## config.mk

```make
export PLATFORM = sky130hd
export DESIGN_NAME = exc_vector_unit
export DESIGN_NICKNAME = d
export VERILOG_FILES = /design/src/rtl/exc_pkg.sv /design/src/rtl/exc_prio_arb.sv /design/src/rtl/exc_state_reg.sv /design/src/rtl/exc_step_trace.sv /design/src/rtl/exc_redirect.sv /design/src/rtl/exc_vector_unit.sv
export SDC_FILE = /design/constraint.sdc
export NUM_CORES = 1
export LEC_CHECK = 0
export BUFFER_PORTS_ARGS = -buffer_cell sky130_fd_sc_hd__clkbuf_2
export CAP_MARGIN = 40
export CORE_UTILIZATION = 51
export CTS_BUF_LIST = sky130_fd_sc_hd__clkbuf_4
export CTS_CLUSTER_SIZE = 14
export DETAILED_ROUTE_END_ITERATION = 8
export GPL_ROUTABILITY_DRIVEN = 0
export PLACE_DENSITY = 0.93
export SLEW_MARGIN = 20
export SYNTH_ARGS = -nofsm -noshare
export SYNTH_HDL_FRONTEND = slang
export SYNTH_HIERARCHICAL = 1
export SYNTH_SLANG_ARGS = --single-unit
```

## constraint.sdc

```tcl
create_clock -name clk -period 6.05 [get_ports clk]
set_clock_uncertainty 0.2 [all_clocks]
set_input_delay 0.605 -clock clk [delete_from_list [all_inputs] [get_ports clk]]
set_output_delay 0.605 -clock clk [all_outputs]
set_load 0.005 [all_outputs]
```

## src/rtl/exc_pkg.sv

```systemverilog
package exc_pkg;
  localparam int XLEN      = 32;
  localparam int NUM_CAUSE = 4;
  localparam int CAUSE_W   = $clog2(NUM_CAUSE);

  typedef enum logic [CAUSE_W-1:0] {
    CAUSE_MCHK  = 2'd0,
    CAUSE_TRACE = 2'd1,
    CAUSE_EXT   = 2'd2,
    CAUSE_DEC   = 2'd3
  } cause_e;

  // state word bit positions (index 0 = least significant)
  localparam int B_LE      = 0;
  localparam int B_RECOV   = 1;
  localparam int B_VEC_HI  = 6;
  localparam int B_FPM1    = 8;
  localparam int B_BTRACE  = 9;
  localparam int B_STEP    = 10;
  localparam int B_FPM0    = 11;
  localparam int B_MCHK_EN = 12;
  localparam int B_FPU_EN  = 13;
  localparam int B_USER    = 14;
  localparam int B_IRQ_EN  = 15;
  localparam int B_HDL_LE  = 16;

  localparam logic [XLEN-1:0] ONE = XLEN'(1);

  localparam logic [XLEN-1:0] WR_MASK =
      (ONE << B_LE) | (ONE << B_RECOV) | (ONE << B_VEC_HI) | (ONE << B_FPM1) |
      (ONE << B_BTRACE) | (ONE << B_STEP) | (ONE << B_FPM0) | (ONE << B_MCHK_EN) |
      (ONE << B_FPU_EN) | (ONE << B_USER) | (ONE << B_IRQ_EN) | (ONE << B_HDL_LE);

  localparam logic [XLEN-1:0] CLR_MASK =
      (ONE << B_IRQ_EN) | (ONE << B_USER) | (ONE << B_FPU_EN) |
      (ONE << B_STEP) | (ONE << B_BTRACE);

  localparam logic [XLEN-1:0] BASE_LO = '0;
  localparam logic [XLEN-1:0] BASE_HI = 32'hFFF0_0000;

  function automatic logic [XLEN-1:0] sanitize(logic [XLEN-1:0] v);
    return v & WR_MASK;
  endfunction

  function automatic logic [XLEN-1:0] entry_state(logic [XLEN-1:0] v);
    logic [XLEN-1:0] r;
    r       = v & ~CLR_MASK;
    r[B_LE] = v[B_HDL_LE];
    return r;
  endfunction

  function automatic logic [XLEN-1:0] vec_offset(cause_e c);
    case (c)
      CAUSE_MCHK:  return XLEN'(12'h200);
      CAUSE_TRACE: return XLEN'(12'hD00);
      CAUSE_EXT:   return XLEN'(12'h500);
      default:     return XLEN'(12'h900);
    endcase
  endfunction

  function automatic logic [XLEN-1:0] vector_addr(cause_e c, logic hi);
    return (hi ? BASE_HI : BASE_LO) + vec_offset(c);
  endfunction

  function automatic cause_e grant_to_cause(logic [NUM_CAUSE-1:0] g);
    cause_e c;
    c = CAUSE_MCHK;
    for (int k = 0; k < NUM_CAUSE; k++) begin
      if (g[k]) c = cause_e'(k[CAUSE_W-1:0]);
    end
    return c;
  endfunction
endpackage

```

## src/rtl/exc_prio_arb.sv

```systemverilog
module exc_prio_arb #(
  parameter int N = 4
) (
  input  logic [N-1:0] req_i,
  output logic [N-1:0] grant_o,
  output logic         any_o
);
  for (genvar k = 0; k < N; k++) begin : g_pri
    if (k == 0) begin : g_top
      assign grant_o[k] = req_i[k];
    end else begin : g_rest
      assign grant_o[k] = req_i[k] & ~(|req_i[k-1:0]);
    end
  end
  assign any_o = |req_i;
endmodule

```

## src/rtl/exc_state_reg.sv

```systemverilog
module exc_state_reg
  import exc_pkg::*;
#(
  parameter logic [XLEN-1:0] RESET_STATE = 32'h0000_0040
) (
  input  logic            clk,
  input  logic            rst_n,
  input  logic            take_i,
  input  logic            rfi_i,
  input  logic            wr_en_i,
  input  logic [XLEN-1:0] wr_data_i,
  input  logic [XLEN-1:0] ret_addr_i,
  output logic [XLEN-1:0] state_o,
  output logic [XLEN-1:0] save_state_o,
  output logic [XLEN-1:0] save_pc_o
);
  logic [XLEN-1:0] state_q, save_state_q, save_pc_q;
  logic [XLEN-1:0] state_nxt;

  always_comb begin
    state_nxt = state_q;
    if (take_i)       state_nxt = entry_state(state_q);
    else if (rfi_i)   state_nxt = sanitize(save_state_q);
    else if (wr_en_i) state_nxt = sanitize(wr_data_i);
  end

  always_ff @(posedge clk) begin
    if (!rst_n) begin
      state_q      <= sanitize(RESET_STATE);
      save_state_q <= '0;
      save_pc_q    <= '0;
    end else begin
      state_q <= state_nxt;
      if (take_i) begin
        save_state_q <= state_q;
        save_pc_q    <= ret_addr_i;
      end
    end
  end

  assign state_o      = state_q;
  assign save_state_o = save_state_q;
  assign save_pc_o    = save_pc_q;
endmodule

```

## src/rtl/exc_step_trace.sv

```systemverilog
module exc_step_trace (
  input  logic clk,
  input  logic rst_n,
  input  logic step_en_i,
  input  logic insn_done_i,
  input  logic insn_exc_i,
  input  logic take_i,
  output logic pend_o
);
  logic pend_q;
  logic arm_w;

  assign arm_w = step_en_i & insn_done_i & ~insn_exc_i & ~take_i;

  always_ff @(posedge clk) begin
    if (!rst_n)      pend_q <= 1'b0;
    else if (arm_w)  pend_q <= 1'b1;
    else if (take_i) pend_q <= 1'b0;
  end

  assign pend_o = pend_q;
endmodule

```

## src/rtl/exc_redirect.sv

```systemverilog
module exc_redirect
  import exc_pkg::*;
(
  input  logic               clk,
  input  logic               rst_n,
  input  logic               take_i,
  input  cause_e             cause_i,
  input  logic               vec_hi_i,
  input  logic               rfi_i,
  input  logic [XLEN-1:0]    save_pc_i,
  output logic               valid_o,
  output logic [XLEN-1:0]    pc_o,
  output logic [CAUSE_W-1:0] cause_o
);
  logic               valid_q;
  logic [XLEN-1:0]    pc_q;
  logic [CAUSE_W-1:0] cause_q;

  always_ff @(posedge clk) begin
    if (!rst_n) begin
      valid_q <= 1'b0;
      pc_q    <= '0;
      cause_q <= '0;
    end else if (take_i) begin
      valid_q <= 1'b1;
      pc_q    <= vector_addr(cause_i, vec_hi_i);
      cause_q <= cause_i;
    end else if (rfi_i) begin
      valid_q <= 1'b1;
      pc_q    <= save_pc_i;
    end else begin
      valid_q <= 1'b0;
    end
  end

  assign valid_o = valid_q;
  assign pc_o    = pc_q;
  assign cause_o = cause_q;
endmodule

```

## src/rtl/exc_vector_unit.sv

```systemverilog
module exc_vector_unit
  import exc_pkg::*;
#(
  parameter logic [31:0] RESET_STATE = 32'h0000_0040
) (
  input  logic        clk,
  input  logic        rst_n,
  input  logic        mchk_i,
  input  logic        ext_irq_i,
  input  logic        dec_irq_i,
  input  logic        insn_done_i,
  input  logic        insn_exc_i,
  input  logic [31:0] ret_addr_i,
  input  logic        rfi_i,
  input  logic        wr_en_i,
  input  logic [31:0] wr_data_i,
  output logic [31:0] state_o,
  output logic [31:0] save_state_o,
  output logic [31:0] save_pc_o,
  output logic        redirect_valid_o,
  output logic [31:0] redirect_pc_o,
  output logic [1:0]  redirect_cause_o,
  output logic        user_mode_o,
  output logic        little_endian_o,
  output logic        fpu_enable_o
);
  logic [XLEN-1:0]      state_q, save_state_q, save_pc_q;
  logic [NUM_CAUSE-1:0] req_w, grant_w;
  logic                 take_w;
  logic                 trace_pend_w;
  cause_e               cause_w;

  // request vector in priority order (index 0 wins)
  assign req_w[CAUSE_MCHK]  = mchk_i & state_q[B_MCHK_EN];
  assign req_w[CAUSE_TRACE] = trace_pend_w;
  assign req_w[CAUSE_EXT]   = ext_irq_i & state_q[B_IRQ_EN];
  assign req_w[CAUSE_DEC]   = dec_irq_i & state_q[B_IRQ_EN];

  exc_prio_arb #(.N(NUM_CAUSE)) u_arb (
    .req_i   (req_w),
    .grant_o (grant_w),
    .any_o   (take_w)
  );

  assign cause_w = grant_to_cause(grant_w);

  exc_state_reg #(.RESET_STATE(RESET_STATE)) u_state (
    .clk          (clk),
    .rst_n        (rst_n),
    .take_i       (take_w),
    .rfi_i        (rfi_i),
    .wr_en_i      (wr_en_i),
    .wr_data_i    (wr_data_i),
    .ret_addr_i   (ret_addr_i),
    .state_o      (state_q),
    .save_state_o (save_state_q),
    .save_pc_o    (save_pc_q)
  );

  exc_step_trace u_trace (
    .clk         (clk),
    .rst_n       (rst_n),
    .step_en_i   (state_q[B_STEP]),
    .insn_done_i (insn_done_i),
    .insn_exc_i  (insn_exc_i),
    .take_i      (take_w),
    .pend_o      (trace_pend_w)
  );

  exc_redirect u_redir (
    .clk       (clk),
    .rst_n     (rst_n),
    .take_i    (take_w),
    .cause_i   (cause_w),
    .vec_hi_i  (state_q[B_VEC_HI]),
    .rfi_i     (rfi_i),
    .save_pc_i (save_pc_q),
    .valid_o   (redirect_valid_o),
    .pc_o      (redirect_pc_o),
    .cause_o   (redirect_cause_o)
  );

  assign state_o         = state_q;
  assign save_state_o    = save_state_q;
  assign save_pc_o       = save_pc_q;
  assign user_mode_o     = state_q[B_USER];
  assign little_endian_o = state_q[B_LE];
  assign fpu_enable_o    = state_q[B_FPU_EN];
endmodule

```

# ---- Yosys cells after proc, flatten, opt, wreduce, memory -nomap -nowiden
# Cells that the tools add are included.
# W data, S select, Z words.
dict set report word_totals {
  reg_bits 132
  latchBits 0
  ram_bits 0
  mem_bits_ro 0
  input_bits 73
  out_inout_bits 134
  elab_cells 53
  n_memories 0
}
dict set report op_classes {
  n_addsub 1
  mul 0
  n_div 0
  magnitude_cmp 0
  n_eq_ne 2
  n_shift 0
  n_mux 16
  bitwise 15
  n_reduce_logical 10
}
# op count
set ops {}
lappend ops {{$mux W32} 7}
lappend ops {{$pmux W12 S3} 1}
lappend ops {{$add A32 B32 Y32} 1}
lappend ops {{$and A1 B1 Y1} 9}
lappend ops {{$mux W1} 6}
lappend ops {{$not A1 Y1} 6}
lappend ops {{$reduce_bool A2 Y1} 3}
lappend ops {{$reduce_or A5 Y1} 1}
lappend ops {{$mux W2} 2}
lappend ops {{$reduce_or A4 Y1} 1}
lappend ops {{$reduce_bool A3 Y1} 1}
lappend ops {{$reduce_or A3 Y1} 1}
lappend ops {{$eq A2 B1 Y1 const B} 1}
lappend ops {{$eq A2 B2 Y1 const B} 1}
lappend ops {{$logic_not A2 Y1} 1}
lappend ops {{$reduce_and A2 Y1} 1}
lappend ops {{$reduce_or A2 Y1} 1}

# ---- Logic depth before layout (Yosys ltp)
dict set report depth {
  word_depth 12
  ltp_mapped 8
  depth_no_buf 8
}

# ---- By module
# The synthesis kept the hierarchy.
# module instances cells_each area_per_inst_um2 seq_area_each_um2
set modules_own_cells {}
lappend modules_own_cells {exc_state_reg 1 238 2565.0 1121.1}
lappend modules_own_cells {exc_redirect 1 129 1448.9 700.7}
lappend modules_own_cells {exc_vector_unit 1 9 58.8 0.0}
lappend modules_own_cells {exc_step_trace 1 5 42.5 20.0}
lappend modules_own_cells {exc_prio_arb 1 5 37.5 0.0}

# ---- Worst setup path before layout
# No wires, ideal clock.
dict set report synth_timing {
  path_type {input to register}
  startpoint {input port mchk_i}
  endpoint {register u_state.state_q[11], in the netlist u_state/state_o[11]}
  setup_time_ns 0.116
  arrival_ns 1.987
  required_time_ns 5.734
  setup_slack_ns 3.747
  cell_stages 6
  path_buffers 1
  path_cell_list {and2_1 > or4_1 > o21ba_2 > buf_2 > nand2_1 > o211a_1}
}
dict set report synth_between {
  elab_chain_cells 4
}
# element line_no
set synth_rtl {}
lappend synth_rtl {{start: declaration} exc_vector_unit.sv:8} ;# input logic mchk_i,
lappend synth_rtl {{$and A1 B1 Y1} exc_vector_unit.sv:34} ;# assign req_w[CAUSE_MCHK] = mchk_i & state_q[B_MCHK_EN];
lappend synth_rtl {{$reduce_or A4 Y1} exc_prio_arb.sv:15} ;# assign any_o = |req_i;
lappend synth_rtl {{net take_w} exc_vector_unit.sv:29} ;# logic take_w;
lappend synth_rtl {{$not A1 Y1} -}
lappend synth_rtl {{$reduce_and A2 Y1 (no source line)} -}
lappend synth_rtl {{end signal: assignment} exc_state_reg.sv:29} ;# state_q <= sanitize(RESET_STATE);
lappend synth_rtl {{end signal: assignment} exc_state_reg.sv:33} ;# state_q <= state_nxt;
lappend synth_rtl {{end: declaration} exc_state_reg.sv:17} ;# logic [XLEN-1:0] state_q, save_state_q, save_pc_q;
# The timed path passes the listed nets, and every way through them passes these cells.
# A chain may end at the register's enable or synchronous reset.

# ---- Worst setup path in the final report
dict set report layout_timing {
  startpoint {register u_state.state_q[12], in the netlist u_state/state_o[12]}
  endpoint {register u_redir.pc_q[15], in the netlist u_redir/pc_o[15]}
}
dict set report layout_between {
  word_cells_on_any_way 22
  classes_between {1 x add/sub; 2 x eq/ne; 7 x mux; 7 x bitwise; 5 x reduce/logical}
}
# element line_no
set layout_lines {}
lappend layout_lines {{$and A1 B1 Y1 (*)} exc_vector_unit.sv:34}
lappend layout_lines {{net req_w[0]} exc_vector_unit.sv:28} ;# logic [NUM_CAUSE-1:0] req_w, grant_w;
lappend layout_lines {{$reduce_or A4 Y1 (*)} exc_prio_arb.sv:15}
lappend layout_lines {{net take_w} exc_vector_unit.sv:29}
lappend layout_lines {{$mux W32 / $reduce_bool A2 Y1 (equally long branches)} -}
lappend layout_lines {{end signal: assignment} exc_redirect.sv:26} ;# pc_q <= vector_addr(cause_i, vec_hi_i);
lappend layout_lines {{end signal: assignment} exc_redirect.sv:30} ;# pc_q <= save_pc_i;
lappend layout_lines {{end: declaration} exc_redirect.sv:16} ;# logic [XLEN-1:0] pc_q;
# Mark *: on every way through the listed nets, which the timed path passes. The rest lies on a longest branch. The select of a mux whose other input is x is not followed.

==> results.md <==
- Met3 usage: 0.0448
- Die Span Y: a little over 90 µm
- CTS tree: built
- Clock-pin slew on the worst setup and hold paths: 0.15 ns
- Tcrit/Tclk final: 0.418
- RSZ-0062 raised after global routing: false
- Total grt overflow: 0
- Slew HR: 0.453
- Clk root buf: clkbuf_4
- DRC Markers: 0
- CTS H-tree depth: 3
- Vias in the first global route: 2982
- Inst Count DP: 608
- Finished Cell Area: 4800 µm²
- Nature of the critical path endpoint: register
- Status: complete, no violations
- Post-CTS setup buffer count: 0
- CTS Hold Bufs: 0
- CP startpoint kind: register
- Finish-stage setup viols: 0
- Antenna cells: 0
- Max IR drop VDD: about 0.00015 V
- Tightest Hold Check Type: in -> reg
- Initial drt markers: 89
- Setup TNS: 0 ns
- WP depth: 5
- CTS sink cnt: 92
- Lkg Pwr: 2.31 nW
- Die area: between 8000 and 9000 µm²
- Fill cells: roughly 660
- Via/cell ratio: 4.85
- Worst slew pin tran: 0.821 ns
- Data required, critical path: 6.18 ns
- Antenna viol nets, final: 0
- Multi-input logic area: between 1500 and 2000 µm²
- Largest net degree at the start of global routing: 56
- Critical Setup Path Class: reg -> reg
- Worst skew pair latency: 0.41 ns
- CP arrival: 2.66 ns
- First-pass GRT wire length: 13700 µm
- Antenna violations before repair: 0
- Routed WL: 8440 µm
- R2R depth: 5
- Met1 GRT Util: 0.232
- Post-Syn Instances: 385
- Port buffer count: approximately 150
- WHS Path Cells: 3
- Drt pass-1 iters: 4
- Via count: between 3000 and 4000
- Crit-path max cell delay: 0.72 ns
- Worst-path maximum fanout: 38
- Final Power: 1.20 mW
- Starting Density: 0.531
- GR peak layer: met2
- NumNets Final: 594
- YS warnings: 6
- Die Width: 92.2 µm
- Total CTS buffers: 9
- Cell row count: 32
- GRT Total Usage: 0.203
- Mapped Avg Cell Area: 10.8 µm²
- Power density over cell area: 251 nW/µm²
- Slowest CP cell: or4_4
- Cts repair resizes: 0
- Cell Chain, Critical Path: and2_1 > or4_4 > buf_12 > nand2b_1 > nor2_1
- Non-Filler Instances: 624
- Drt wl/cell: 13.5 µm
- Core ar.: 7810 µm²
- Share of layout cells above drive strength 1: 0.330
- Met2 Use GR: 0.373
- Highest clock rate: 396 MHz
- Clock Tree Buf Depth: 2
- Ports: about 210
- DP Area: 4660 µm²
- DP HPWL: 6010 µm
- Final Max Tran Viols: 0
- Tmin final: 2.53 ns
- Final hold vios: 0
- Sequential Area: 1840 µm²
- Delay-heaviest family, CP: simple AND/OR/NAND/NOR gates
- Mapped cell area: 4150 µm²
- Worst Path Buf+Inv: 1
- Synthesis-to-finish area growth: 15.8%
- Max Cap Violations: 0
[report_power, final]
group          switching [mW]  total, mW  internal [mW]
combinational           0.104      0.207          0.103
clock                   0.198      0.322          0.125
sequential             0.0281      0.673          0.645
[cell type report]
class                   count  area share
flip-flops and latches     92       0.384
well taps                 102      0.0266
multi-input cells         259       0.397
repair buffers            149       0.160
clock inverters             7      0.0141
inverters                   6     0.00469
clock buffers               9      0.0141
[stage by stage]
stage          setup WS [ns]   util  hold slack [ns]
6_report                3.52  0.615            0.244
5_1_grt                 3.36  0.615            0.221
4_1_cts                 3.51  0.615            0.206
3_5_place_dp            3.16  0.597            0.284
3_3_place_gp            3.08  0.595            0.273
2_1_floorplan           3.76      -            0.252
[cell usage in the layout (no fill, tap or decap)]
cell type	count
clkbuf_2	146
dfxtp_1	92
mux2i_1	89
nor2b_1	48
conb_1	40
nor2_1	25
a211oi_1	16
clkbuf_4	9
inv_1	6
nand2_1	6
mux2_2	6
o211a_1	5
and2_1	4
ha_1	4
clkinv_1	3
clkinv_4	3
nand2b_1	3
buf_4	2
nor3b_1	2
nor4b_1	2
or2_1	1
a21o_1	1
bufinv_16	1
buf_12	1
or4_4	1
nor2b_4	1
o21ba_2	1
mux2_4	1
a221oi_1	1
nand3b_1	1
a21oi_1	1
[registers in the layout (all words and copies together), names as in the netlist]
name,count
u_redir/pc_o,32
u_state/save_pc_o,32
u_state/save_state_o,12
u_state/state_o,12
u_redir/cause_o,2
u_redir/valid_o,1
u_trace/pend_o,1
[routing by layer]
metal / wire [µm] / vias up
li1: - / 1480
met1: 3690 / 1425
met2: 4290 / 119
met3: 411 / 5
met4: 51 / 0
met5: 0 / -
[tightest hold or removal path, cell delays in order]
cell and delay [ns]:
clkbuf_2 0.08, mux2i_1 0.06, nor2b_1 0.09
[worst paths after layout]
check | start | to | slack [ns]
min | ret_addr_i[2] | u_state/save_pc_o[2]$_SDFFE_PN0P_ | 0.24
max reg2reg | u_state/state_o[12]$_SDFFE_PN0P_ | u_redir/pc_o[15]$_SDFFE_PN0P_ | 3.52
min reg2reg | u_trace/pend_o$_SDFFE_PN0P_ | u_trace/pend_o$_SDFFE_PN0P_ | 0.30
max | u_state/state_o[12]$_SDFFE_PN0P_ | u_redir/pc_o[15]$_SDFFE_PN0P_ | 3.52
(Power assumes the default switching activity.)
